===== config.mk =====
export PLATFORM = sky130hd
export DESIGN_NAME = port_intr_status
export DESIGN_NICKNAME = d
export VERILOG_FILES = /design/src/rtl/port_intr_status_pkg.sv /design/src/rtl/port_intr_status_ctrl.sv /design/src/rtl/port_intr_status_dp.sv /design/src/rtl/port_intr_status.sv
export SDC_FILE = /design/constraint.sdc
export NUM_CORES = 1
export LEC_CHECK = 0
export ABC_AREA = 1
export CAP_MARGIN = 25
export CORE_AREA = 3 3 137 139
export DETAILED_ROUTE_END_ITERATION = 7
export DIE_AREA = 0 0 140 142
export PLACE_DENSITY = 0.58
export SKIP_LAST_GASP = 1
export SYNTH_ARGS = -nofsm -noshare
export SYNTH_HDL_FRONTEND = slang
export SYNTH_SLANG_ARGS = --single-unit
export TNS_END_PERCENT = 100

===== constraint.sdc =====
create_clock -name clk -period 4.6 [get_ports clk]
set_input_delay 0.92 -clock clk [delete_from_list [all_inputs] [get_ports clk]]
set_output_delay 0.92 -clock clk [all_outputs]
set_load 0.05 [all_outputs]

===== src/rtl/port_intr_status_pkg.sv =====
package port_intr_status_pkg;
  localparam int MAX_PORTS  = 8;
  localparam int PORT_IDX_W = $clog2(MAX_PORTS);

  localparam int BIT_TFE  = 30;
  localparam int BIT_HBF  = 29;
  localparam int BIT_HBD  = 28;
  localparam int BIT_LKF  = 27;
  localparam int BIT_LKN  = 26;
  localparam int BIT_OVR  = 24;
  localparam int BIT_PMM  = 23;
  localparam int BIT_PHY  = 22;
  localparam int BIT_ILK  = 7;
  localparam int BIT_CONN = 6;
  localparam int BIT_DPS  = 5;

  // Sticky write-one-to-clear bits
  localparam logic [31:0] W1C_MASK = (32'd1 << BIT_TFE) | (32'd1 << BIT_HBF) |
                                     (32'd1 << BIT_HBD) | (32'd1 << BIT_LKF) |
                                     (32'd1 << BIT_LKN) | (32'd1 << BIT_OVR) |
                                     (32'd1 << BIT_PMM) | (32'd1 << BIT_ILK) |
                                     (32'd1 << BIT_DPS);
  localparam logic [31:0] MIRROR_MASK = (32'd1 << BIT_PHY) | (32'd1 << BIT_CONN);
  localparam logic [31:0] ZERO_MASK   = ~(W1C_MASK | MIRROR_MASK);

  // Strobes from the control decode to the datapath
  typedef struct packed {
    logic                  hit;
    logic                  wrStb;
    logic [PORT_IDX_W-1:0] portSel;
  } ctrlStrobe_t;
endpackage


===== src/rtl/port_intr_status_ctrl.sv =====
module port_intr_status_ctrl
  import port_intr_status_pkg::*;
#(
  parameter int              NUM_PORTS  = 6,
  parameter int              ADDR_W     = 12,
  parameter logic [ADDR_W-1:0] BASE_ADDR = 12'h110,
  parameter int              STRIDE_LOG = 7
) (
  input  logic [ADDR_W-1:0] busAddr,
  input  logic              busWrEn,
  output ctrlStrobe_t       strobe
);
  logic [ADDR_W-1:0] offs;
  logic [ADDR_W-1:0] slot;
  logic              inRange;
  logic              aligned;
  logic              slotOk;

  always_comb begin
    offs    = busAddr - BASE_ADDR;
    slot    = offs >> STRIDE_LOG;
    inRange = (busAddr >= BASE_ADDR);
    aligned = (offs[STRIDE_LOG-1:0] == '0);
    slotOk  = (slot < ADDR_W'(NUM_PORTS));
    strobe.hit     = inRange && aligned && slotOk;
    strobe.wrStb   = strobe.hit && busWrEn;
    strobe.portSel = slot[PORT_IDX_W-1:0];
  end
endmodule


===== src/rtl/port_intr_status_dp.sv =====
module port_intr_status_dp
  import port_intr_status_pkg::*;
#(
  parameter int NUM_PORTS = 6
) (
  input  logic                     clk,
  input  logic                     rstN,
  input  ctrlStrobe_t              strobe,
  input  logic [31:0]              wrData,
  input  logic [NUM_PORTS-1:0]     evtTfUpdate,
  input  logic [NUM_PORTS-1:0]     evtTfErr,
  input  logic [NUM_PORTS-1:0]     evtHostFatal,
  input  logic [NUM_PORTS-1:0]     evtHostData,
  input  logic [NUM_PORTS-1:0]     evtLinkFatal,
  input  logic [NUM_PORTS-1:0]     evtLinkNonFatal,
  input  logic [NUM_PORTS-1:0]     evtOverrun,
  input  logic [NUM_PORTS-1:0]     evtPmMismatch,
  input  logic [NUM_PORTS-1:0]     evtInterlock,
  input  logic [NUM_PORTS-1:0]     evtDescDone,
  input  logic [NUM_PORTS-1:0]     evtDescIrqFlag,
  input  logic [NUM_PORTS-1:0]     diagPhyChg,
  input  logic [NUM_PORTS-1:0]     diagConnChg,
  input  logic                     capMechSwitch,
  input  logic [32*NUM_PORTS-1:0]  intEnable,
  output logic [32*NUM_PORTS-1:0]  statusView,
  output logic [31:0]              rdData,
  output logic [NUM_PORTS-1:0]     intReq
);
  logic [31:0] views [NUM_PORTS];
  logic [31:0] capMask;

  assign capMask = capMechSwitch ? 32'hFFFF_FFFF : ~(32'd1 << BIT_ILK);

  for (genvar p = 0; p < NUM_PORTS; p++) begin : g_port
    logic [31:0] sticky;
    logic [31:0] setVec;
    logic [31:0] clrVec;

    always_comb begin
      setVec          = '0;
      setVec[BIT_TFE] = evtTfUpdate[p] & evtTfErr[p];
      setVec[BIT_HBF] = evtHostFatal[p];
      setVec[BIT_HBD] = evtHostData[p];
      setVec[BIT_LKF] = evtLinkFatal[p];
      setVec[BIT_LKN] = evtLinkNonFatal[p];
      setVec[BIT_OVR] = evtOverrun[p];
      setVec[BIT_PMM] = evtPmMismatch[p];
      setVec[BIT_ILK] = evtInterlock[p] & capMechSwitch;
      setVec[BIT_DPS] = evtDescDone[p] & evtDescIrqFlag[p];
    end

    always_comb begin
      if (strobe.wrStb && (strobe.portSel == PORT_IDX_W'(p)))
        clrVec = wrData & W1C_MASK;
      else
        clrVec = '0;
    end

    // Set has priority: it is ORed in after the clear
    always_ff @(posedge clk or negedge rstN) begin
      if (!rstN) sticky <= '0;
      else       sticky <= (sticky & ~clrVec) | setVec;
    end

    always_comb begin
      views[p] = (sticky & W1C_MASK & capMask)
               | (32'(diagPhyChg[p])  << BIT_PHY)
               | (32'(diagConnChg[p]) << BIT_CONN);
    end

    assign statusView[32*p +: 32] = views[p];
    assign intReq[p] = |(views[p] & intEnable[32*p +: 32]);
  end

  always_comb begin
    rdData = '0;
    for (int i = 0; i < NUM_PORTS; i++)
      if (strobe.hit && (strobe.portSel == PORT_IDX_W'(i)))
        rdData = views[i];
  end
endmodule


===== src/rtl/port_intr_status.sv =====
module port_intr_status
  import port_intr_status_pkg::*;
#(
  parameter int                NUM_PORTS  = 6,
  parameter int                ADDR_W     = 12,
  parameter logic [ADDR_W-1:0] BASE_ADDR  = 12'h110,
  parameter int                STRIDE_LOG = 7
) (
  input  logic                    clk,
  input  logic                    rstN,
  input  logic [ADDR_W-1:0]       busAddr,
  input  logic                    busWrEn,
  input  logic [31:0]             busWrData,
  output logic [31:0]             busRdData,
  input  logic [NUM_PORTS-1:0]    evtTfUpdate,
  input  logic [NUM_PORTS-1:0]    evtTfErr,
  input  logic [NUM_PORTS-1:0]    evtHostFatal,
  input  logic [NUM_PORTS-1:0]    evtHostData,
  input  logic [NUM_PORTS-1:0]    evtLinkFatal,
  input  logic [NUM_PORTS-1:0]    evtLinkNonFatal,
  input  logic [NUM_PORTS-1:0]    evtOverrun,
  input  logic [NUM_PORTS-1:0]    evtPmMismatch,
  input  logic [NUM_PORTS-1:0]    evtInterlock,
  input  logic [NUM_PORTS-1:0]    evtDescDone,
  input  logic [NUM_PORTS-1:0]    evtDescIrqFlag,
  input  logic [NUM_PORTS-1:0]    diagPhyChg,
  input  logic [NUM_PORTS-1:0]    diagConnChg,
  input  logic                    capMechSwitch,
  input  logic [32*NUM_PORTS-1:0] intEnable,
  output logic [NUM_PORTS-1:0]    intReq
);
  ctrlStrobe_t             strobe;
  logic [32*NUM_PORTS-1:0] statusView;

  port_intr_status_ctrl #(
    .NUM_PORTS(NUM_PORTS), .ADDR_W(ADDR_W),
    .BASE_ADDR(BASE_ADDR), .STRIDE_LOG(STRIDE_LOG)
  ) u_ctrl (
    .busAddr(busAddr), .busWrEn(busWrEn), .strobe(strobe)
  );

  port_intr_status_dp #(.NUM_PORTS(NUM_PORTS)) u_dp (
    .clk(clk), .rstN(rstN), .strobe(strobe), .wrData(busWrData),
    .evtTfUpdate(evtTfUpdate), .evtTfErr(evtTfErr),
    .evtHostFatal(evtHostFatal), .evtHostData(evtHostData),
    .evtLinkFatal(evtLinkFatal), .evtLinkNonFatal(evtLinkNonFatal),
    .evtOverrun(evtOverrun), .evtPmMismatch(evtPmMismatch),
    .evtInterlock(evtInterlock), .evtDescDone(evtDescDone),
    .evtDescIrqFlag(evtDescIrqFlag), .diagPhyChg(diagPhyChg),
    .diagConnChg(diagConnChg), .capMechSwitch(capMechSwitch),
    .intEnable(intEnable), .statusView(statusView),
    .rdData(busRdData), .intReq(intReq)
  );
endmodule


==> results.json, run 1 <==
{
  "regToRegEndpoint": "u_dp.g_port[2].sticky[29]$_DFF_PN0_",
  "postSynthCellCount": 486,
  "pwr-share-seq_pct": 41.9,
  "crit_arrival_ns": 3.22,
  "max_slew.worst_pin.slew_ns": 0.6458,
  "multi_input_area_mm2": 0.001775,
  "synth-async-reset-ratio_pct": 100.0,
  "regToRegSetupSlack_ns": 3.86,
  "hold_class": "reg2reg",
  "vias": 3763,
  "startpoint": "busAddr[9]",
  "endpoint": "busRdData[7]",
  "antennaDiodeCount": 0,
  "most-common-layout-cells": "173 x clkdlybuf4s50_1, 149 x nand2_1, 70 x inv_1",
  "timing.max_cap.violations": 0,
  "cp.required_ns": 3.68,
  "insertion_delay_ns": 0.29,
  "clockRootBuffer": "clkbuf_16",
  "hpwl_um": 12990,
  "antenna_found_initial": 2,
  "clock.fmax_mhz": 241.6,
  "switching_share_pct": 26.05,
  "synth_ff_type": "dfrtp_1",
  "hold_viol_final": 0,
  "netlist_area_mm2": 0.003520,
  "min_period_ns": 4.139,
  "status": "finished clean",
  "die_h_um": 142,
  "final_max_slew_viol_count": 0,
  "yosys_warnings": 0,
  "crit_path_end_kind": "output pin",
  "fillerInstances": 1921,
  "drt-total-wl_um": 15450,
  "register_area_mm2": 0.001351,
  "fin_cells": 909,
  "setup_violations": 0,
  "core-area_mm2": 0.01778,
  "drc": 0,
  "num_io_pins": 356,
  "fin_nets": 997,
  "cts.path.max_buffers": 2,
  "final_layout_size_suffix_gt1_share_pct": 7.059,
  "reg2reg_depth": 2,
  "port_buffers": 185,
  "irDropWorstVdd_mv": 0.1419,
  "syn2layout_area_growth_pct": 66.01,
  "numCtsBuffers": 5,
  "postCtsSetupBuffers": 0,
  "firstDrtPassIters": 4,
  "tns_ns": 0,
  "place_inst": 901,
  "fin_util_pct": 32.86,
  "hold_depth": 2,
  "intPower_w": 0.0008370,
  "synth_top_area_cell": "dfrtp_1",
  "antenna_left": 0,
  "powerDensity_mw_per_mm2": 193.7,
  "layout_commonest_cell": "clkdlybuf4s50_1",
  "synth_edf_count": 0,
  "crit_path_start_kind": "input port",
  "die_w_um": 140,
  "wl_per_cell_um": 17.00,
  "initial_utilization_pct": 19.80,
  "grt_pass1_vias": 3906,
  "drtIter0Drc": 170,
  "pwr-share-comb_pct": 23.4,
  "yosysTopAreaCellShare_pct": 38.39,
  "cts_tree": "done",
  "p_leak_nw": 2.446,
  "cts_resized": 0,
  "synth_cell_types": 33,
  "place_congestion": 0.8533,
  "relSlewSlack_pct": 56.95,
  "grt_max_degree": 29,
  "path_clk_slew_ns": 0.07,
  "overflow": 0,
  "crit_fanout": 7,
  "largest_reg_flops": 54,
  "timing.rr.start": "u_dp.g_port[2].sticky[29]$_DFF_PN0_",
  "grt_setup_unrepaired": "no",
  "pwr-share-clk_pct": 34.7,
  "post-place-ws_ns": 0.4419,
  "skew_ns": 0,
  "rows": 49,
  "die_area_mm2": 0.01988,
  "avgSynthCellArea_um2": 7.242,
  "grt_usage_pct": 15.34,
  "via_per_inst": 4.140,
  "synth_seq_cells": 54,
  "cts.sinks": 54,
  "grt_pass1_wl_um": 23090,
  "top_register": "u_dp.g_port.sticky",
  "cts_hold_buf": 0,
  "crit_type": "in2out",
  "power_switching_w": 0.0002948,
  "synth.area.top_cells": "dfrtp_1 38%, nand2_1 16%, inv_1 7.5%",
  "reg_top3": "u_dp.g_port.sticky: 54 flops",
  "seq_area_frac_synth_pct": 38.39,
  "timing.final.ws_setup_ns": 0.4612,
  "fin_crit_sh_pct": 89.98,
  "cts_max_level": 2
}
-- critical path, cell delays in order --
cell and delay [ns]:
clkdlybuf4s50_1 0.66, nor2_1 0.12, nor2_2 0.18, nand3_4 0.19, nor3_2 0.44, nand3_1 0.12
nand3_1 0.10, a21oi_1 0.07, nor2_1 0.22, buf_12 0.18
-- kinds of logic (layout without fill, tap and decap cells) --
family	after synthesis	after routing	share of synthesized area, %
simple gates	236	236	30.96
buf+inv	98	272	13.30
compound gates	97	97	17.24
flops	54	54	38.39
other cells	1	21	0.1065
-- synth_stat cells (2+ instances only) --
library cell and instances:
nand2_2 6, nand4_1 5, o21ai_0 37, nor3_2 2
o21ai_1 20, and3_1 2, nand2_4 2, nand3_1 28
dfrtp_1 54, inv_1 70, buf_4 21, nor3_1 3
nor2_2 2, o21bai_1 2, a22o_1 13, nor2_1 27
inv_2 4, a21oi_1 7, nand3_4 4, nand2_1 149
a221oi_1 16
-- how the worst min path moves through the flow --
| stage | startpoint | to | slack (ns) |
|---|---|---|---|
| after floorplan | u_dp.g_port[3].sticky[7]$_DFF_PN0_ | u_dp.g_port[3].sticky[7]$_DFF_PN0_ | 0.45 |
| after global placement | u_dp.g_port[4].sticky[7]$_DFF_PN0_ | u_dp.g_port[4].sticky[7]$_DFF_PN0_ | 0.46 |
| after detailed placement | u_dp.g_port[3].sticky[7]$_DFF_PN0_ | u_dp.g_port[3].sticky[7]$_DFF_PN0_ | 0.47 |
| after CTS | u_dp.g_port[3].sticky[7]$_DFF_PN0_ | u_dp.g_port[3].sticky[7]$_DFF_PN0_ | 0.49 |
| after global routing | u_dp.g_port[3].sticky[7]$_DFF_PN0_ | u_dp.g_port[3].sticky[7]$_DFF_PN0_ | 0.52 |
| final | u_dp.g_port[4].sticky[7]$_DFF_PN0_ | u_dp.g_port[4].sticky[7]$_DFF_PN0_ | 0.49 |
-- layer usage --
| metal | part of all wire [%] | vias up | track usage, % | wire length [um] |
|---|---|---|---|---|
| li1 | - | 1939 | - | - |
| met1 | 46 | 1695 | 20.34 | 7050 |
| met2 | 48 | 110 | 25.96 | 7359 |
| met3 | 5.6 | 15 | 3.696 | 865 |
| met4 | 0.96 | 4 | 2.601 | 148 |
| met5 | 0.17 | - | 0 | 27 |
-- final cells by class --
| class | instances | area share [%] |
|---|---|---|
| clock buffer | 7 | 2.441 |
| clock inverter | 1 | 0.08565 |
| inverter | 75 | 5.054 |
| multi-input combinational | 354 | 30.39 |
| sequential | 54 | 23.13 |
| tap | 229 | 4.904 |
| timing repair buffer | 189 | 34.00 |
-- per-stage QoR --
step | hold slack, ns | cell area, um^2 | total power, W
6_report | 0.4899 | 5843 | 0.001132
5_1_grt | 0.5231 | 5843 | 0.001186
4_1_cts | 0.4931 | 5843 | 0.001150
3_5_place_dp | 0.4747 | 5695 | 0.0007498
3_3_place_gp | 0.4636 | 5695 | 0.0007500
2_1_floorplan | 0.4477 | 3595 | 0.0005841
-- power by group through the flow --
stage               Clock [W]  Combinational [W]  Sequential [W]
floorplan                   0           0.000100        0.000484
global placement            0           0.000266        0.000484
detailed placement          0           0.000266        0.000484
CTS                  0.000408           0.000267        0.000474
global route         0.000427           0.000285        0.000474
finish               0.000393           0.000265        0.000474
Note: power is estimated with default switching activity, not from simulation.
==> run 2, diff against run 1 <==
--- a/config.mk
+++ b/config.mk
@@ -7,12 +7,12 @@
 export LEC_CHECK = 0
 export ABC_AREA = 1
 export CAP_MARGIN = 25
-export CORE_AREA = 3 3 137 139
+export CORE_AREA = 3 3 135 137
+export CTS_BUF_LIST = sky130_fd_sc_hd__clkbuf_2 sky130_fd_sc_hd__clkbuf_4 sky130_fd_sc_hd__clkbuf_8
 export DETAILED_ROUTE_END_ITERATION = 7
-export DIE_AREA = 0 0 140 142
-export PLACE_DENSITY = 0.58
+export DIE_AREA = 0 0 138 140
+export PLACE_DENSITY = 0.6
 export SKIP_LAST_GASP = 1
 export SYNTH_ARGS = -nofsm -noshare
 export SYNTH_HDL_FRONTEND = slang
 export SYNTH_SLANG_ARGS = --single-unit
-export TNS_END_PERCENT = 100
==> run 2 against run 1 <==
Wire length is 1.6% lower. Power decreased by 5.6%. Largest cell class unchanged. Worst setup slack improved by 0.050 ns. Final cell count down 0.55%. Critical endpoint is now busRdData[27]. Register-to-register slack barely moved. Clock-buffer cell count fell by 2. Sequential share of layout area up 0.20 points. Worst hold slack is essentially flat. Maximum frequency up 1.2%.
==> results.json, run 2 (synthesized netlist as in run 1, its figures left out) <==
{
  "grt_max_degree": 32,
  "clockRootBuffer": "clkbuf_8",
  "timing.rr.start": "u_dp.g_port[2].sticky[30]$_DFF_PN0_",
  "die_w_um": 138,
  "antenna_left": 0,
  "hold_viol_final": 0,
  "antenna_found_initial": 3,
  "powerDensity_mw_per_mm2": 184.4,
  "crit_arrival_ns": 3.17,
  "place_congestion": 0.8529,
  "place_inst": 896,
  "vias": 3825,
  "grt_setup_unrepaired": "no",
  "crit_path_start_kind": "input port",
  "min_period_ns": 4.089,
  "firstDrtPassIters": 4,
  "top_register": "u_dp.g_port.sticky",
  "drt-total-wl_um": 15210,
  "clock.fmax_mhz": 244.6,
  "wl_per_cell_um": 16.82,
  "cts.sinks": 54,
  "die_area_mm2": 0.01932,
  "grt_pass1_wl_um": 22730,
  "fin_crit_sh_pct": 88.89,
  "tns_ns": 0,
  "startpoint": "busAddr[9]",
  "drtIter0Drc": 262,
  "layout_commonest_cell": "clkdlybuf4s50_1",
  "initial_utilization_pct": 20.49,
  "crit_type": "in2out",
  "timing.max_cap.violations": 0,
  "timing.hold.ws_ns": 0.4896,
  "num_io_pins": 356,
  "relSlewSlack_pct": 58.17,
  "grt_pass1_vias": 3838,
  "rows": 48,
  "die_h_um": 140,
  "setup_violations": 0,
  "crit_chain": "clkdlybuf4s50_1, inv_1, nand3_1, nand2_2, bufinv_8, nor3_4, nand2_1, nand3_1, nand2_1, nand2_1, nand2_1, nand2_1, buf_12",
  "path_clk_slew_ns": 0.10,
  "post_dp_cell_area_mm2": 0.005683,
  "core-area_mm2": 0.01718,
  "final_layout_size_suffix_gt1_share_pct": 7.069,
  "regToRegEndpoint": "u_dp.g_port[2].sticky[30]$_DFF_PN0_",
  "numCtsBuffers": 5,
  "cp_common_cell": "nand2_1",
  "hold_class": "reg2reg",
  "postCtsSetupBuffers": 0,
  "cts_hold_buf": 0,
  "cts.path.max_buffers": 2,
  "insertion_delay_ns": 0.30,
  "via_per_inst": 4.231,
  "cts_resized": 0,
  "finish.instance_area_mm2": 0.005792,
  "largest_reg_flops": 54,
  "crit_path_end_kind": "output pin",
  "grt_usage_pct": 15.23,
  "port_buffers": 185,
  "syn2layout_area_growth_pct": 64.56,
  "drc": 0,
  "cp.required_ns": 3.68,
  "reg_top3": "u_dp.g_port.sticky: 54 flops",
  "cpPeakStageDelay_ns": 0.56,
  "regToRegSetupSlack_ns": 3.85,
  "status": "finished clean",
  "reg2reg_depth": 2,
  "cts_max_level": 2,
  "irDropWorstVdd_mv": 0.1073,
  "fin_nets": 996,
  "crit_fanout": 9,
  "fillerInstances": 1851,
  "final_max_slew_viol_count": 0,
  "endpoint": "busRdData[27]",
  "max_slew.worst_pin.slew_ns": 0.6274,
  "hpwl_um": 12820,
  "overflow": 0,
  "fin_cells": 904,
  "cp_slowest_cell": "clkdlybuf4s50_1",
  "total_power_w": 0.001068,
  "skew_ns": 0,
  "p_leak_nw": 2.425,
  "antennaDiodeCount": 0,
  "most-common-layout-cells": "173 x clkdlybuf4s50_1, 149 x nand2_1, 70 x inv_1",
  "cts_tree": "done"
}
==> run 2: changes by cell type in the layout (fill, tap and decap cells not counted) <==
cell / before / now
clkbuf_8: 1 / 5
buf_4: 4 / 3
clkbuf_1: 1 / 0
clkinv_2: 1 / 2
bufinv_16: 0 / 1
clkbuf_16: 5 / 0
==> run 2: critical path, delay by kind of cell <==
family	cells	cell delay [ns]
AND/OR/NAND/NOR	9	1.08
buffers and inverters	4	1.16
==> run 2: layout make-up <==
cell class | instances | area (um^2) | share of cell area, %
clock inverters | 3 | 40.04 | 0.6913
repair buffers | 188 | 1979 | 34.18
clock buffers | 5 | 68.82 | 1.188
well taps | 225 | 281.5 | 4.861
flip-flops and latches | 54 | 1351 | 23.33
inverters | 75 | 295.3 | 5.098
multi-input cells | 354 | 1775 | 30.65
==> run 2: worst min-delay path by stage <==
stage | start | endpoint | slack [ns] | cells past startpoint
2_1_floorplan | u_dp.g_port[3].sticky[7]$_DFF_PN0_ | u_dp.g_port[3].sticky[7]$_DFF_PN0_ | 0.45 | 2
3_3_place_gp | u_dp.g_port[4].sticky[7]$_DFF_PN0_ | u_dp.g_port[4].sticky[7]$_DFF_PN0_ | 0.46 | 2
3_5_place_dp | u_dp.g_port[3].sticky[7]$_DFF_PN0_ | u_dp.g_port[3].sticky[7]$_DFF_PN0_ | 0.47 | 2
4_1_cts | u_dp.g_port[3].sticky[7]$_DFF_PN0_ | u_dp.g_port[3].sticky[7]$_DFF_PN0_ | 0.49 | 2
5_1_grt | u_dp.g_port[3].sticky[7]$_DFF_PN0_ | u_dp.g_port[3].sticky[7]$_DFF_PN0_ | 0.52 | 2
6_report | u_dp.g_port[3].sticky[7]$_DFF_PN0_ | u_dp.g_port[3].sticky[7]$_DFF_PN0_ | 0.49 | 2
==> run 2: power by group <==
part / switching, W / internal, W / total, W
Sequential: 0.0000000619 / 0.000474 / 0.000474
Combinational: 0.000119 / 0.000145 / 0.000265
Clock: 0.000168 / 0.000161 / 0.000329
Total: 0.000287 / 0.000781 / 0.00107
==> run 2: layer usage <==
| layer | up-vias | global-route usage (%) | routed length, um | part of all wire, % |
|---|---|---|---|---|
| li1 | 1940 | - | - | - |
| met1 | 1738 | 20.76 | 6989 | 46 |
| met2 | 131 | 25.03 | 7144 | 47 |
| met3 | 10 | 4.063 | 978 | 6.4 |
| met4 | 6 | 1.924 | 51 | 0.34 |
| met5 | - | 0 | 45 | 0.30 |
==> run 2: through the flow <==
stage	worst slack (ns)	utilization, %
detailed placement	0.5249	33.09
floorplan	0.9290	-
finish	0.5111	33.72
CTS	0.5092	33.72
global route	0.3191	33.72
global placement	0.4839	33.09
